[config.mk]
export PLATFORM = sky130hd
export DESIGN_NAME = serreg_port
export DESIGN_NICKNAME = d
export VERILOG_FILES = /design/src/rtl/serreg_pkg.sv /design/src/rtl/serreg_sync.sv /design/src/rtl/serreg_regfile.sv /design/src/rtl/serreg_port.sv
export SDC_FILE = /design/constraint.sdc
export NUM_CORES = 1
export LEC_CHECK = 0
export CAP_MARGIN = 20
export CORE_UTILIZATION = 45
export CTS_CLUSTER_SIZE = 14
export DETAILED_ROUTE_END_ITERATION = 7
export DONT_BUFFER_PORTS = 1
export GPL_TIMING_DRIVEN = 0
export PLACE_DENSITY = 0.7
export SLEW_MARGIN = 20
export SYNTH_ARGS = -nofsm -noshare
export SYNTH_HDL_FRONTEND = slang
export SYNTH_SLANG_ARGS = --single-unit
[constraint.sdc]
create_clock -name clk -period 1.7 [get_ports clk]
set_clock_uncertainty 0.05 [all_clocks]
set_input_delay 0.34 -clock clk [delete_from_list [all_inputs] [get_ports clk]]
set_output_delay 0.34 -clock clk [all_outputs]
set_load 0.03 [all_outputs]
[src/rtl/serreg_pkg.sv]
package serreg_pkg;
  typedef enum logic [1:0] {
    ST_IDLE = 2'd0,
    ST_HDR  = 2'd1,
    ST_DATA = 2'd2,
    ST_DONE = 2'd3
  } frame_state_t;
endpackage

[src/rtl/serreg_sync.sv]
module serreg_sync #(
  parameter int STAGES    = 2,
  parameter bit RESET_VAL = 1'b0
) (
  input  logic clk,
  input  logic rst,
  input  logic din,
  output logic dout,
  output logic rise,
  output logic fall
);
  logic [STAGES-1:0] chain;
  logic              prev;

  always_ff @(posedge clk) begin
    if (rst) begin
      chain <= {STAGES{RESET_VAL}};
      prev  <= RESET_VAL;
    end else begin
      chain <= {chain[STAGES-2:0], din};
      prev  <= chain[STAGES-1];
    end
  end

  assign dout = chain[STAGES-1];
  assign rise = chain[STAGES-1] & ~prev;
  assign fall = ~chain[STAGES-1] & prev;
endmodule

[src/rtl/serreg_regfile.sv]
module serreg_regfile #(
  parameter int DATA_W = 8,
  parameter int ADDR_W = 5
) (
  input  logic              clk,
  input  logic              rst,
  input  logic              we,
  input  logic [ADDR_W-1:0] waddr,
  input  logic [DATA_W-1:0] wdata,
  input  logic [ADDR_W-1:0] raddr,
  output logic [DATA_W-1:0] rdata
);
  localparam int DEPTH = 1 << ADDR_W;

  logic [DATA_W-1:0] mem [DEPTH];

  always_ff @(posedge clk) begin
    if (rst) begin
      for (int i = 0; i < DEPTH; i++) mem[i] <= '0;
      rdata <= '0;
    end else begin
      if (we) mem[waddr] <= wdata;
      rdata <= mem[raddr];
    end
  end
endmodule

[src/rtl/serreg_port.sv]
module serreg_port #(
  parameter int DATA_W    = 8,
  parameter int ADDR_W    = 5,
  parameter int CNT_W     = 2,
  parameter int SYNC_STGS = 2
) (
  input  logic clk,
  input  logic rst,
  input  logic four_wire,
  input  logic frame_n,
  input  logic sck,
  input  logic sdio_in,
  output logic sdio_out,
  output logic sdio_oe,
  output logic sdo_out,
  output logic sdo_oe
);
  import serreg_pkg::*;

  localparam int HDR_W = 1 + CNT_W + ADDR_W;
  localparam int MAX_W = (HDR_W > DATA_W) ? HDR_W : DATA_W;
  localparam int BC_W  = $clog2(MAX_W);

  logic frame_s, frame_rise_u, frame_fall_u;
  logic sck_s, sck_r, sck_f;
  logic sdi_s, sdi_rise_u, sdi_fall_u;

  serreg_sync #(.STAGES(SYNC_STGS), .RESET_VAL(1'b1)) u_sync_frame (
    .clk(clk), .rst(rst), .din(frame_n),
    .dout(frame_s), .rise(frame_rise_u), .fall(frame_fall_u)
  );
  serreg_sync #(.STAGES(SYNC_STGS), .RESET_VAL(1'b0)) u_sync_sck (
    .clk(clk), .rst(rst), .din(sck),
    .dout(sck_s), .rise(sck_r), .fall(sck_f)
  );
  serreg_sync #(.STAGES(SYNC_STGS), .RESET_VAL(1'b0)) u_sync_sdi (
    .clk(clk), .rst(rst), .din(sdio_in),
    .dout(sdi_s), .rise(sdi_rise_u), .fall(sdi_fall_u)
  );

  frame_state_t      state;
  logic [BC_W-1:0]   bitcnt;
  logic [HDR_W-2:0]  hdr_sh;
  logic [DATA_W-2:0] dat_sh;
  logic              dir_q;
  logic [CNT_W-1:0]  left_q;
  logic [ADDR_W-1:0] addr_q;
  logic              we_q;
  logic [ADDR_W-1:0] waddr_q;
  logic [DATA_W-1:0] wdata_q;
  logic [DATA_W-1:0] rd_data;
  logic [DATA_W-1:0] rd_shift;
  logic [HDR_W-1:0]  hdr_full;
  logic              out_bit;
  logic              byte_end;

  assign hdr_full = {hdr_sh, sdi_s};
  assign rd_shift = rd_data << bitcnt;
  assign byte_end = (bitcnt == BC_W'(DATA_W - 1));

  serreg_regfile #(.DATA_W(DATA_W), .ADDR_W(ADDR_W)) u_regs (
    .clk(clk), .rst(rst),
    .we(we_q), .waddr(waddr_q), .wdata(wdata_q),
    .raddr(addr_q), .rdata(rd_data)
  );

  always_ff @(posedge clk) begin
    if (rst) begin
      state   <= ST_IDLE;
      bitcnt  <= '0;
      hdr_sh  <= '0;
      dat_sh  <= '0;
      dir_q   <= 1'b0;
      left_q  <= '0;
      addr_q  <= '0;
      we_q    <= 1'b0;
      waddr_q <= '0;
      wdata_q <= '0;
      out_bit <= 1'b0;
      sdio_oe <= 1'b0;
      sdo_oe  <= 1'b0;
    end else begin
      we_q <= 1'b0;
      if (frame_s) begin
        state   <= ST_IDLE;
        sdio_oe <= 1'b0;
        sdo_oe  <= 1'b0;
      end else begin
        case (state)
          ST_IDLE: begin
            state  <= ST_HDR;
            bitcnt <= '0;
          end
          ST_HDR: begin
            if (sck_r) begin
              hdr_sh <= hdr_full[HDR_W-2:0];
              bitcnt <= bitcnt + 1'b1;
              if (bitcnt == BC_W'(HDR_W - 1)) begin
                dir_q  <= hdr_full[HDR_W-1];
                left_q <= hdr_full[ADDR_W +: CNT_W];
                addr_q <= hdr_full[ADDR_W-1:0];
                bitcnt <= '0;
                state  <= ST_DATA;
              end
            end
          end
          ST_DATA: begin
            if (sck_f && dir_q) begin
              out_bit <= rd_shift[DATA_W-1];
              sdio_oe <= ~four_wire;
              sdo_oe  <= four_wire;
            end
            if (sck_r) begin
              dat_sh <= {dat_sh[DATA_W-3:0], sdi_s};
              bitcnt <= bitcnt + 1'b1;
              if (byte_end) begin
                bitcnt <= '0;
                addr_q <= addr_q - 1'b1;
                if (!dir_q) begin
                  we_q    <= 1'b1;
                  waddr_q <= addr_q;
                  wdata_q <= {dat_sh, sdi_s};
                end
                if (left_q == '0) state <= ST_DONE;
                else              left_q <= left_q - 1'b1;
              end
            end
          end
          default: begin
            if (sck_f) begin
              sdio_oe <= 1'b0;
              sdo_oe  <= 1'b0;
            end
          end
        endcase
      end
    end
  end

  assign sdio_out = out_bit;
  assign sdo_out  = out_bit;
endmodule

==> results.txt <==
The run finished, with violations left. The checks that failed: negative setup slack. The placeable core area was 0.0316 mm2; the worst vdd rail ir drop was 0.000968 V. In this run the tool buffered the top-level ports with 0 buffer cells. The floorplan step defined a die boundary enclosing 0.0327 mm2. For this block, the initial DRC count from the detailed router was 857.

Synthesis inferred 315 register bits. The finished cells cover 0.0175 mm2. The tools report the antenna diode count as 0. Setup repair after global routing could not meet its margin everywhere. Counting tap cells, the placed design contains a total of 1554 instances. For the total CTS buffers, the log shows 31. Proportion of synthesized flip-flops having asynchronous set or reset: 0%.

The net count after synthesis is 1169. The logs give 22.6% for the total routing usage reported by global routing and 0 for the residual overflow from global routing. TritonCTS built the clock tree. Share of total power in the clock network: 42.1%.

The worst slew slack as a fraction of its limit was 35.6%. Timing analysis after detailed placement gives a worst setup slack of -0.654 ns. The first global-routing pass estimated 55.4 mm of wire. The clock passes through at most 3 buffers. The final hold violation count is 0, and the total power of the final layout is 15.6 mW. For this design the total switching power over the nets is 3.17 mW.

Measured on the finished design, the core utilization comes to 55.6%. The path category of the worst min-delay check was in -> reg. The run gives 0 as the number of slew-limit violations in the final report. The area added between synthesis and finish came out at 21.8%.

The worst-case reg-to-reg path depth was 7. Entering global routing, the biggest net connects 15 pins. The worst path needs 1.85 ns of the cycle, external delays included. Pin placement for this block handled 10 I/O pins. The tightest hold path in the finished design has a slack of 0.0818 ns. Detailed placement finished with a half-perimeter wire length of 24.7 mm. For the detailed-route wire length, the log shows 38.2 mm.

For the worst setup path, the data arrival time is 2.28 ns. The cell area power density was 887 mW/mm2; the transition at the pin with the smallest max-transition slack was 0.967 ns. The library cell with the largest summed area after synthesis was sky130_fd_sc_hd__edfxtp_1.

The worst setup path is captured at a flop. The distinct cell type count of the synthesized netlist was 46; the number of enable-type register cells in the synthesized netlist was 256. Leaving out filler cells and counting taps, the final layout contains 1667. The number of antenna violations at the first check in global routing was 0.

Number of filler instances in the final layout: 2564. Overall die height: 181 um. The tools report the startpoint class of the critical path as a flop.

The run gives 0 as the remaining antenna violation count after routing. After detailed routing, the average wire length per cell comes to 22.9 um. For the H-tree level count, the log shows 1. The average instance in the mapped netlist occupies 12.5 um2. Max-cap violations in this run came to 0.

Summed over its instances, the top area cell type makes up 53.4% of the synthesized netlist area. In the final timing run, aggregate negative setup slack is -0.741 ns. For this run, the leading register cell type out of synthesis is sky130_fd_sc_hd__edfxtp_1. In the routed design, unresolved DRC markers number 0. At the later pin of the worst-skew pair, clock insertion delay measures 0.56 ns. The logs give 45.6% for the initial cell density of the core and 5.92 nW for the leakage power of the design.

Setup violations remaining at the end of the flow were counted as 16. Sequential cells burn 55.2% of the power. The instance count along the most critical hold path is 2, and the number of placement rows is 65.

During synthesis, Yosys emitted a total of 0 warnings. After the last flow step, the layout net total stands at 1261. The final period utilization is 109%, and the post-synthesis instance total is 1152. STA puts the critical path data required time at 2.13 ns. For the via count of the first global-routing pass, the log shows 9171. The critical path class is reg -> reg. The run gives 0.0144 mm2 as the cell area after technology mapping. The routed layout has 9528 vias. The root buffer cell was sky130_fd_sc_hd__clkbuf_16.

The width of the chip was 181 um. CTS saw 315 sinks. The share of the yosys chip area belonging to registers came out at 61.6%. The run gives -0.151 ns as the final worst-path setup slack. The switching share of power was 20.4%. The maximum fanout along the worst path works out to 5.

The routability congestion estimate was 0.923. Yosys attributes the largest share of cell area to sky130_fd_sc_hd__edfxtp_1 53%, sky130_fd_sc_hd__and2_1 11%, sky130_fd_sc_hd__mux2i_1 10%. Length of the first detailed-routing pass in iterations: 5.

Derived from the worst setup path, the maximum achievable clock frequency is 540 MHz. The clock transition at the registers of the reported paths is 0.06 ns. Combinational logic is responsible for 2.7% of the overall power.

The internal cell power was 12.4 mW; the layout cell share with drive strength beyond 1 was 24.3%. Once placement finished, the instance area stood at 0.0150 mm2. Using the TritonRoute via totals, the vias-per-cell ratio works out to 5.72.
[sequential cells by signal (all words and copies together), names as in the netlist, 2 cells and up]
register / flops
u_regs.rdata: 8
hdr_sh: 7
dat_sh: 7
u_sync_sdi.chain: 2
u_sync_sck.chain: 2
u_regs.mem: 256
state: 2
u_sync_frame.chain: 2
wdata_q: 8
bitcnt: 3
left_q: 2
addr_q: 5
waddr_q: 5
[synth_stat cells, types with 10 or more instances]
master,instances
sky130_fd_sc_hd__clkbuf_1,50
sky130_fd_sc_hd__dfxtp_1,59
sky130_fd_sc_hd__nor2_1,59
sky130_fd_sc_hd__a21oi_1,34
sky130_fd_sc_hd__or2_2,34
sky130_fd_sc_hd__ha_1,11
sky130_fd_sc_hd__inv_1,10
sky130_fd_sc_hd__mux2i_1,146
sky130_fd_sc_hd__nand2_1,36
sky130_fd_sc_hd__nand3_1,50
sky130_fd_sc_hd__edfxtp_1,256
sky130_fd_sc_hd__and2_1,257
sky130_fd_sc_hd__a22oi_1,56
sky130_fd_sc_hd__buf_2,21
[power by group through the flow]
stage                     Sequential [mW]  Combinational (mW)  Clock (mW)
after global routing                 8.61               0.456        6.87
final                                8.59               0.427        6.55
after CTS                            8.59               0.403        6.58
after floorplan                      8.73               0.247           0
after detailed placement             8.76               0.357           0
after global placement               8.74               0.352           0
[routing by layer]
layer,vias up,GRT usage (%),share of wire (%)
li1,4331,-,-
met5,-,0,0
met4,0,8.51,3.2
met2,404,37.2,48
met1,4713,30.2,41
met3,80,3.71,7.3
[worst max-delay path: stages, from the launching register on]
cell	delay [ns]
sky130_fd_sc_hd__dfxtp_4	0.39
sky130_fd_sc_hd__inv_6	0.05
sky130_fd_sc_hd__ha_4	0.17
sky130_fd_sc_hd__or2_4	0.29
sky130_fd_sc_hd__a211o_1	0.31
sky130_fd_sc_hd__buf_6	0.15
sky130_fd_sc_hd__a211o_1	0.24
sky130_fd_sc_hd__a21oi_2	0.12
[cell usage in the layout (no fill, tap or decap), drive strengths merged, types with 2 or more instances in the layout]
cell         Yosys  routed
clkbuf          50      93
or2             35      35
and2           257     257
nand2b           7       7
o32ai            3       3
inv             10      10
clkinv           1       9
nand4            9       9
nor3             3       3
edfxtp         256     256
clkinvlp         0       2
nand3           50      50
nor4bb           3       3
a22oi           56      56
nor2            59      59
a221oi           2       2
a21boi           2       2
mux2i          146     146
nand3b           4       4
a21oi           35      35
buf             28      82
ha              11      11
or3              2       2
nand2           36      36
mux4             2       2
dfxtp           59      59
dlygate4sd3      0       5
a211o            4       4
or3b             3       3
nor2b            8       8
[layout make-up]
cell class / count / area [um2] / area share, %
Tap cell: 402 / 503 / 2.87
Sequential cell: 315 / 8910 / 50.8
Multi-Input combinational cell: 748 / 5930 / 33.8
Clock inverter: 11 / 78.8 / 0.449
Clock buffer: 43 / 882 / 5.03
Buffer: 71 / 524 / 2.99
Timing Repair Buffer: 66 / 664 / 3.79
Inverter: 11 / 55.1 / 0.314
[cell families after synthesis]
group / synth area share [%]
fa+ha+maj: 0.956
simple gates: 19.1
compound gates: 5.17
flops: 61.6
buf+inv: 2.68
mux: 10.5
[timing repair]
item,4_1_cts,5_1_grt
resized for setup,194,88
hold buffers,5,0
setup endpoints to repair,542,325
pin swaps,28,29
gates cloned,0,7
endpoints found under the hold margin,6,0
buffers inserted,37,17
[final timing paths]
| kind | start | to | slack, ns |
|---|---|---|---|
| max | state[1]$_SDFFE_PP0P_ | addr_q[1]$_SDFFE_PP0P_ | -0.15 |
| min | rst | addr_q[4]$_SDFFE_PP0P_ | 0.08 |
| max reg2reg | state[1]$_SDFFE_PP0P_ | addr_q[1]$_SDFFE_PP0P_ | -0.15 |
| min reg2reg | u_sync_frame.chain[0]$_SDFF_PP1_ | u_sync_frame.chain[1]$_SDFF_PP1_ | 0.36 |
No activity file was read; power rests on OpenSTA's default activity.
